--- config.mk ---
export PLATFORM = sky130hd
export DESIGN_NAME = dtmf_steer
export DESIGN_NICKNAME = d
export VERILOG_FILES = /design/src/rtl/dtmf_steer_pkg.sv /design/src/rtl/dtmf_guard_timer.sv /design/src/rtl/dtmf_settle.sv /design/src/rtl/dtmf_irq_ctrl.sv /design/src/rtl/dtmf_steer.sv
export SDC_FILE = /design/constraint.sdc
export NUM_CORES = 1
export LEC_CHECK = 0
export BUFFER_PORTS_ARGS = -buffer_cell sky130_fd_sc_hd__buf_2
export CAP_MARGIN = 20
export CORE_MARGIN = 2
export CORE_UTILIZATION = 40
export CTS_BUF_LIST = sky130_fd_sc_hd__clkbuf_4 sky130_fd_sc_hd__clkbuf_8
export DETAILED_ROUTE_END_ITERATION = 7
export PLACE_DENSITY = 0.65
export REMOVE_ABC_BUFFERS = 1
export SLEW_MARGIN = 20
export SYNTH_ARGS = -nofsm -noshare
export SYNTH_HDL_FRONTEND = slang
export SYNTH_SLANG_ARGS = --single-unit
--- constraint.sdc ---
create_clock -name clk -period 10.68 [get_ports clk]
set_clock_uncertainty 0.2 [all_clocks]
set_input_delay 3.204 -clock clk [delete_from_list [all_inputs] [get_ports clk]]
set_output_delay 3.204 -clock clk [all_outputs]
set_load 0.005 [all_outputs]
--- src/rtl/dtmf_steer_pkg.sv ---
package dtmf_steer_pkg;

  localparam int CODE_W = 4;

  // Row is the low-group index, col the high-group index.
  function automatic logic [CODE_W-1:0] pair_to_code(input logic [1:0] row,
                                                     input logic [1:0] col);
    logic [CODE_W-1:0] r4, c4;
    r4 = {2'b00, row};
    c4 = {2'b00, col};
    if (col == 2'd3) begin
      return 4'd13 + r4;            // A..D, D wraps to 0
    end else if (row == 2'd3) begin
      case (col)
        2'd0:    return 4'd11;      // star
        2'd1:    return 4'd10;      // zero
        default: return 4'd12;      // hash
      endcase
    end
    return r4 * 4'd3 + c4 + 4'd1;   // 1..9
  endfunction

endpackage

--- src/rtl/dtmf_guard_timer.sv ---
module dtmf_guard_timer #(
  parameter int CNT_W = 16
) (
  input  logic             clk,
  input  logic             rst_n,
  input  logic             run_i,
  input  logic             lvl_i,
  input  logic [CNT_W-1:0] limit_i,
  output logic             hit_o
);
  logic [CNT_W-1:0] cnt_q;
  logic [CNT_W-1:0] last;

  assign last  = (limit_i == '0) ? '0 : limit_i - 1'b1;
  assign hit_o = run_i & lvl_i & (cnt_q >= last);

  always_ff @(posedge clk) begin
    if (!rst_n || !run_i || !lvl_i || hit_o) begin
      cnt_q <= '0;
    end else begin
      cnt_q <= cnt_q + 1'b1;
    end
  end
endmodule

--- src/rtl/dtmf_settle.sv ---
module dtmf_settle #(
  parameter int SETTLE_CYC = 2
) (
  input  logic clk,
  input  logic rst_n,
  input  logic start_i,
  input  logic abort_i,
  output logic set_o,
  output logic flag_o
);
  localparam int SC_W = $clog2(SETTLE_CYC + 1);
  localparam logic [SC_W-1:0] LAST = SC_W'(SETTLE_CYC - 1);

  logic            armed_q;
  logic [SC_W-1:0] sc_q;

  assign set_o = armed_q & ~flag_o & ~abort_i & (sc_q == LAST);

  always_ff @(posedge clk) begin
    if (!rst_n) begin
      armed_q <= 1'b0;
      flag_o  <= 1'b0;
      sc_q    <= '0;
    end else if (start_i) begin
      armed_q <= 1'b1;
      flag_o  <= 1'b0;
      sc_q    <= '0;
    end else if (abort_i) begin
      armed_q <= 1'b0;
      flag_o  <= 1'b0;
    end else if (set_o) begin
      flag_o  <= 1'b1;
    end else if (armed_q && !flag_o) begin
      sc_q    <= sc_q + 1'b1;
    end
  end
endmodule

--- src/rtl/dtmf_irq_ctrl.sv ---
module dtmf_irq_ctrl (
  input  logic clk,
  input  logic rst_n,
  input  logic set_i,
  input  logic clr_i,
  input  logic en_i,
  output logic pend_o,
  output logic irq_n_o
);
  always_ff @(posedge clk) begin
    if (!rst_n) begin
      pend_o <= 1'b0;
    end else if (set_i) begin
      pend_o <= 1'b1;
    end else if (clr_i) begin
      pend_o <= 1'b0;
    end
  end

  assign irq_n_o = ~(en_i & pend_o);
endmodule

--- src/rtl/dtmf_steer.sv ---
module dtmf_steer
  import dtmf_steer_pkg::*;
#(
  parameter int CNT_W      = 16,
  parameter int SETTLE_CYC = 2
) (
  input  logic             clk,
  input  logic             rst_n,
  input  logic             est_i,
  input  logic [1:0]       row_i,
  input  logic [1:0]       col_i,
  input  logic [CNT_W-1:0] tone_on_cyc_i,
  input  logic [CNT_W-1:0] tone_off_cyc_i,
  input  logic             irq_en_i,
  input  logic             rd_i,
  input  logic             rd_sel_i,
  output logic             gt_o,
  output logic             ds_flag_o,
  output logic             irq_n_o,
  output logic [3:0]       rd_data_o,
  output logic             rd_valid_o
);
  logic              in_digit_q;
  logic [CODE_W-1:0] code_q;
  logic              reg_evt, end_evt, flag_set, pend;

  dtmf_guard_timer #(.CNT_W(CNT_W)) u_on_tmr (
    .clk(clk), .rst_n(rst_n), .run_i(~in_digit_q), .lvl_i(est_i),
    .limit_i(tone_on_cyc_i), .hit_o(reg_evt)
  );

  dtmf_guard_timer #(.CNT_W(CNT_W)) u_off_tmr (
    .clk(clk), .rst_n(rst_n), .run_i(in_digit_q), .lvl_i(~est_i),
    .limit_i(tone_off_cyc_i), .hit_o(end_evt)
  );

  dtmf_settle #(.SETTLE_CYC(SETTLE_CYC)) u_settle (
    .clk(clk), .rst_n(rst_n), .start_i(reg_evt), .abort_i(end_evt),
    .set_o(flag_set), .flag_o(ds_flag_o)
  );

  dtmf_irq_ctrl u_irq (
    .clk(clk), .rst_n(rst_n), .set_i(flag_set),
    .clr_i(end_evt | (rd_i & rd_sel_i)), .en_i(irq_en_i),
    .pend_o(pend), .irq_n_o(irq_n_o)
  );

  always_ff @(posedge clk) begin
    if (!rst_n) begin
      in_digit_q <= 1'b0;
      code_q     <= '0;
      gt_o       <= 1'b0;
      rd_valid_o <= 1'b0;
      rd_data_o  <= '0;
    end else begin
      if (reg_evt) begin
        in_digit_q <= 1'b1;
        code_q     <= pair_to_code(row_i, col_i);
      end else if (end_evt) begin
        in_digit_q <= 1'b0;
      end
      gt_o       <= (in_digit_q | reg_evt) & est_i;
      rd_valid_o <= rd_i;
      if (rd_i) begin
        rd_data_o <= rd_sel_i ? {2'b00, pend, ds_flag_o} : code_q;
      end
    end
  end
endmodule

Word-level counts from Yosys, hierarchy flattened
Index checks and enable logic that the tools add are counted.

storage, ports and cells
  word-level logic and storage cells = 78
  output and inout bits = 8
  bits in registers = 47
  bits of input ports = 42

cells by class
  multipliers = 1
  muxes and demuxes = 15
  bitwise logic cells = 19
  equal/unequal tests = 4
  magnitude comparators = 2
  reductions and logical operators = 19
  $add $sub $neg = 8

operators by type and width
  cell                   number
  $add 16x1->16 const B  2
  $ge 16x16->1           2
  $logic_not 16->1       2
  $mux 16                2
  $sub 16x1->16 const B  2
  $mux 4                 4
  $and 1x1->1            10
  $mux 1                 8
  $not 1->1              7
  $logic_or 1x1->1       6
  $pmux 3 s2             1
  $add 3x3->4 const A    1
  $add 4x1->4 const B    1
  $add 4x2->4            1
  $eq 2x1->1 const B     2
  $eq 2x2->1 const B     2
  $logic_not 1->1        4
  $mul 2x2->4 const B    1
  $reduce_bool 2->1      2
  $reduce_and 3->1       1
  $reduce_or 3->1        1
  $add 2x1->2 const B    1
  $logic_not 2->1        1
  $or 1x1->1             2
  2 further kinds        2

Longest topological paths before layout
  depth after elaboration = 9
  depth in mapped cells = 15
  gate-level depth less buffers = 13

Modules after synthesis
A second synthesis with hierarchy kept.

second synthesis, totals
  cells, all modules = 439
  area total of the unflattened synthesis = 3639.7 µm²

modules (own cells, without submodules)
  module                        instances  sequential area each (µm²)  cells an instance  area an instance (µm²)
  dtmf_guard_timer (u_off_tmr)  1          320.3                       173                1395.1
  dtmf_guard_timer (u_on_tmr)   1          320.3                       179                1390.1
  dtmf_steer                    1          220.2                       65                 595.6
  dtmf_settle                   1          80.1                        18                 214.0
  dtmf_irq_ctrl                 1          20.0                        4                  45.0

Worst setup path after synthesis
Ideal clock, no wire load.

  kind = input to register
  start = input tone_on_cyc_i[10]
  end = register u_on_tmr.cnt_q[9]
  path slack = 4.009 ns
  required time = 10.416 ns
  library setup time = 0.064 ns
  buffers on the path = 3
  arrival = 6.407 ns
  cell stages on the path = 15
  cell sequence = or4_1 nor4_1 nor2b_1 nand4b_1 clkbuf_1 nand2_1 ha_1 o21ai_0 nor2_1 or3_1 a211o_1 or3_1 buf_2 buf_6 nor2_1

between the ends
  word-level cells in the longest chain between the ends = 5
  elaborated cells between the ends (all ways) = 6
  classes of those cells = add/sub (1); order compare (1); mux (1); bitwise (1); reduce/logical (2)

ends and longest elaborated chain
  item                                               RTL line                source
  from (decl)                                        dtmf_steer.sv:12        input logic [CNT_W-1:0] tone_on_cyc_i,
  $sub 16x1->16 or $logic_not 16->1 (tied branches)  dtmf_guard_timer.sv:14  assign last = (limit_i == '0) ? '0 : limit_i - 1'b1;
  $mux 16 (*)                                        dtmf_guard_timer.sv:14
  $ge 16x16->1 (*)                                   dtmf_guard_timer.sv:15  assign hit_o = run_i & lvl_i & (cnt_q >= last);
  $and 1x1->1 (*)                                    dtmf_guard_timer.sv:15
  $logic_or 1x1->1 (*)                               dtmf_guard_timer.sv:18  if (!rst_n || !run_i || !lvl_i || hit_o) begin
  to (signal assigned)                               dtmf_guard_timer.sv:21  cnt_q <= cnt_q + 1'b1;
  to (decl)                                          dtmf_guard_timer.sv:11  logic [CNT_W-1:0] cnt_q;

Mark *: on every way between the ends. The rest lies on a longest branch, timed or not.
A chain may end at the register's enable or synchronous reset.

Final worst setup path
  start = input tone_on_cyc_i[10]
  end = register u_on_tmr.cnt_q[11]

Same word-level chain as after synthesis.

==> impl_summary.log <==
INFO  metric result_of_the_run = finished clean
INFO  metric syn-mean-instance-area = 8.03 um^2
INFO  metric ys_dominant_reg_cell = dfxtp_1
INFO  metric total_number_of_yosys_warnings = 0
INFO  metric layout.cells.most_common_list = 65 x nand2_1, 54 x nor2_1, 49 x buf_2
INFO  metric post-dp-hpwl = 5550 um
INFO  metric netlist-cell-type-count = 43
INFO  metric cts_resized = 0
INFO  metric number_of_antenna_violations_at_the_first_check_in_global_routing = 0
INFO  metric mostFrequentLayoutCell = nand2_1
INFO  metric drt-met1-wl = around 3400 um
INFO  metric floorplan.initialDensity = 41.6%
INFO  metric final_min_period_over_clock_period = between 60% and 70%
INFO  metric clock_sink_count = 47
INFO  metric grt_pass1_wl = approximately 12000 um
INFO  metric diodes = 0
INFO  metric top_layer_used = met4
INFO  metric clock_path_buffers = 2
INFO  metric post_synth_instance_area = 3450 um^2
INFO  metric placement_rows = 33
INFO  metric layout.area.seq = between 900 and 1000 um^2
INFO  metric cts_setup_buffers = 0
INFO  metric asyncSetResetFlopFracSynth = 0%
INFO  metric area.growth.synth_to_final = 12.3%
INFO  metric worstSkewPairLatency = 0.31 ns
INFO  metric final.fill_count = 828
INFO  metric detail-route-antenna-nets = 0
INFO  metric timing.critical_path.to_type = flip-flop
INFO  metric max_slew.worst_pin.slew = 0.660 ns
INFO  metric finalHoldViolations = 0
INFO  metric timing.final.crit_period = 7.11 ns
INFO  metric numPlacedInstances = between 500 and 600
INFO  metric timing.fmax = 141 MHz
INFO  metric power_density = 87.3 nW/um^2
INFO  metric root_buffer = clkbuf_8
INFO  metric vias = 2980
INFO  metric die_height = roughly 97 um
INFO  metric met2RoutedLength = roughly 3200 um
INFO  metric die_width = between 90 and 100 um
INFO  metric route.detailed.vias_per_inst = 5.12
INFO  metric worst-path-max-fanout = 16
INFO  metric slew_violations = 0
INFO  metric boundaryPins = 50
INFO  metric drt_iter0_markers = 110
INFO  metric finalNetCount = 563
INFO  metric wl_met3 = 126 um
INFO  metric multi_input_comb_area = approximately 2400 um^2
INFO  metric setup_tns = 0 ns
INFO  metric synthesis.instances = 430
INFO  metric grt_start_max_net_pins = 18
INFO  metric slew_headroom = 55.8%
INFO  metric post-route-worst-setup-slack = roughly 3.6 ns
INFO  metric numCtsBuffers = 5
INFO  metric ctsHoldBuffers = 0
INFO  metric total_leakage_power = 0.00173 uW
INFO  metric grt.overflow.total = 0
INFO  metric grt_setup_unrepaired = no
INFO  metric worst_hold_path_type = flip-flop to flip-flop
INFO  metric timing.critical_path.from_type = primary input
INFO  metric worstSetupPathType = primary input to flip-flop
INFO  metric cts-htree-levels = 2
INFO  metric timing.critical_path.required = 10.71 ns
INFO  metric wl = around 6800 um
INFO  metric dpl_worst_slack = 3.24 ns
INFO  metric gp_routability_congestion = 0.821
INFO  metric port_buffers = 49
INFO  metric edff_count_synth = 0
INFO  metric max-vdd-ir-drop = 0.0000555 V
INFO  metric via_count_of_the_first_global_routing_pass = between 2000 and 3000
INFO  metric synth-seq-area-share = 27.3%
INFO  metric yosys_register_bits = 47
INFO  metric design.die.area = approximately 9400 um^2
INFO  metric detail_route.drc_violations = 0
INFO  metric worst_ep_arrival_time = roughly 7 ns
INFO  metric core-area = 8300 um^2
INFO  metric drt_pre_antenna_iters = 4
INFO  metric setup_violations = 0
INFO  metric wl_per_cell = 11.6 um
INFO  metric stdcell_area = 3880 um^2
INFO  metric share_of_cells_above_drive_strength_1 = 13.0%
INFO  metric final_core_util = between 40% and 50%
INFO  metric path_clk_slew = around 0.1 ns
INFO  metric grt_use_total = 15.1%
INFO  metric dpl-instance-area = 3780 um^2
INFO  metric cap_viol_max_count = 0
INFO  metric cts_tree = built
INFO  metric final_cell_count_no_fill = 582
==> state kept, by name (all words and copies together) (netlist names) <==
name,cells
u_settle.flag_o,1
u_settle.armed_q,1
rd_valid_o,1
u_off_tmr.cnt_q,16
u_on_tmr.cnt_q,16
code_q,4
gt_o,1
u_settle.sc_q,2
rd_data_o,4
u_irq.pend_o,1
==> cell usage after synthesis, types with 3 or more instances <==
cell       n  area share [%]
xor2_1    36             9.1
nand2_1   65             7.1
xnor2_1   17             4.3
mux2i_1    7             2.0
and3_1     5            0.91
and4_1     3            0.76
clkbuf_1   8            0.87
or3_1      4            0.72
nand2b_1   6             1.1
nand3b_1   4            0.87
a21o_1     4            0.87
nor3_1     9             1.3
nor2_1    54             5.9
a211o_1    3            0.76
ha_1      43              16
nor2b_1    5            0.91
nor4_1     6             1.1
dfxtp_1   47              27
a211oi_1   8             1.7
nand4_1   11             2.0
inv_1     16             1.7
a21oi_1   12             1.7
o21ai_0   11             1.6
nand3_1   17             2.5
and2_1     4            0.72
==> stage by stage <==
| stage | hold WS, ns | total power, uW |
|---|---|---|
| finish | 0.267 | 338 |
| detailed placement | 0.255 | 231 |
| floorplan | 0.237 | 211 |
| global route | 0.297 | 359 |
| CTS | 0.271 | 344 |
| global placement | 0.245 | 230 |
==> critical path: stages <==
cell      delay [ns]
buf_2           0.11
or4_1           0.58
nor4_1          0.31
nor2b_1         0.22
nand4b_1        0.48
and2_1          0.38
ha_1            0.26
nand2b_1        0.13
a211oi_1        0.21
o21ai_0         0.13
a211o_1         0.33
or3_1           0.61
nor2_1          0.18
==> final timing paths <==
check	slack, ns	endpoint	depth (start not counted)	from
max	3.57	u_on_tmr.cnt_q[11]	13	tone_on_cyc_i[10]
min	0.27	code_q[1]	2	code_q[1]
max reg2reg	7.94	u_off_tmr.cnt_q[8]	8	u_off_tmr.cnt_q[0]
min reg2reg	0.27	code_q[1]	2	code_q[1]
==> kinds of logic (layout without fill, tap and decap cells) <==
logic type                 Yosys count  in the layout  share of synthesized area [%]
AOI/OAI and AO/OA                   52             52                           10.0
xor gates and xnor gates            53             53                           13.4
adders and majority gates           45             45                           16.7
buffers and inverters               26             73                           3.08
DFF                                 47             47                           27.3
muxes                                7              7                           2.03
and+or+nand+nor                    200            200                           27.4
==> per-layer routing <==
metal	vias to the layer above	track usage, %
li1	1587	-
met1	1361	19.7
met2	28	26.1
met3	4	2.60
met4	0	3.36
met5	-	0
==> where the power goes <==
| group | switching, uW | internal [uW] |
|---|---|---|
| clock | 63.6 | 47.7 |
| sequential | 0.643 | 176 |
| combinational | 27.4 | 23.0 |
| total | 91.6 | 247 |
==> layout make-up <==
class                      count  area share [%]
timing repair buffer          49            6.33
clock inverter                 3           0.646
clock buffer                   5            1.78
multi-input combinational    357            62.0
inverter                      16            1.55
tap                          105            3.39
sequential                    47            24.3
Note: power is estimated with default switching activity, not from simulation.
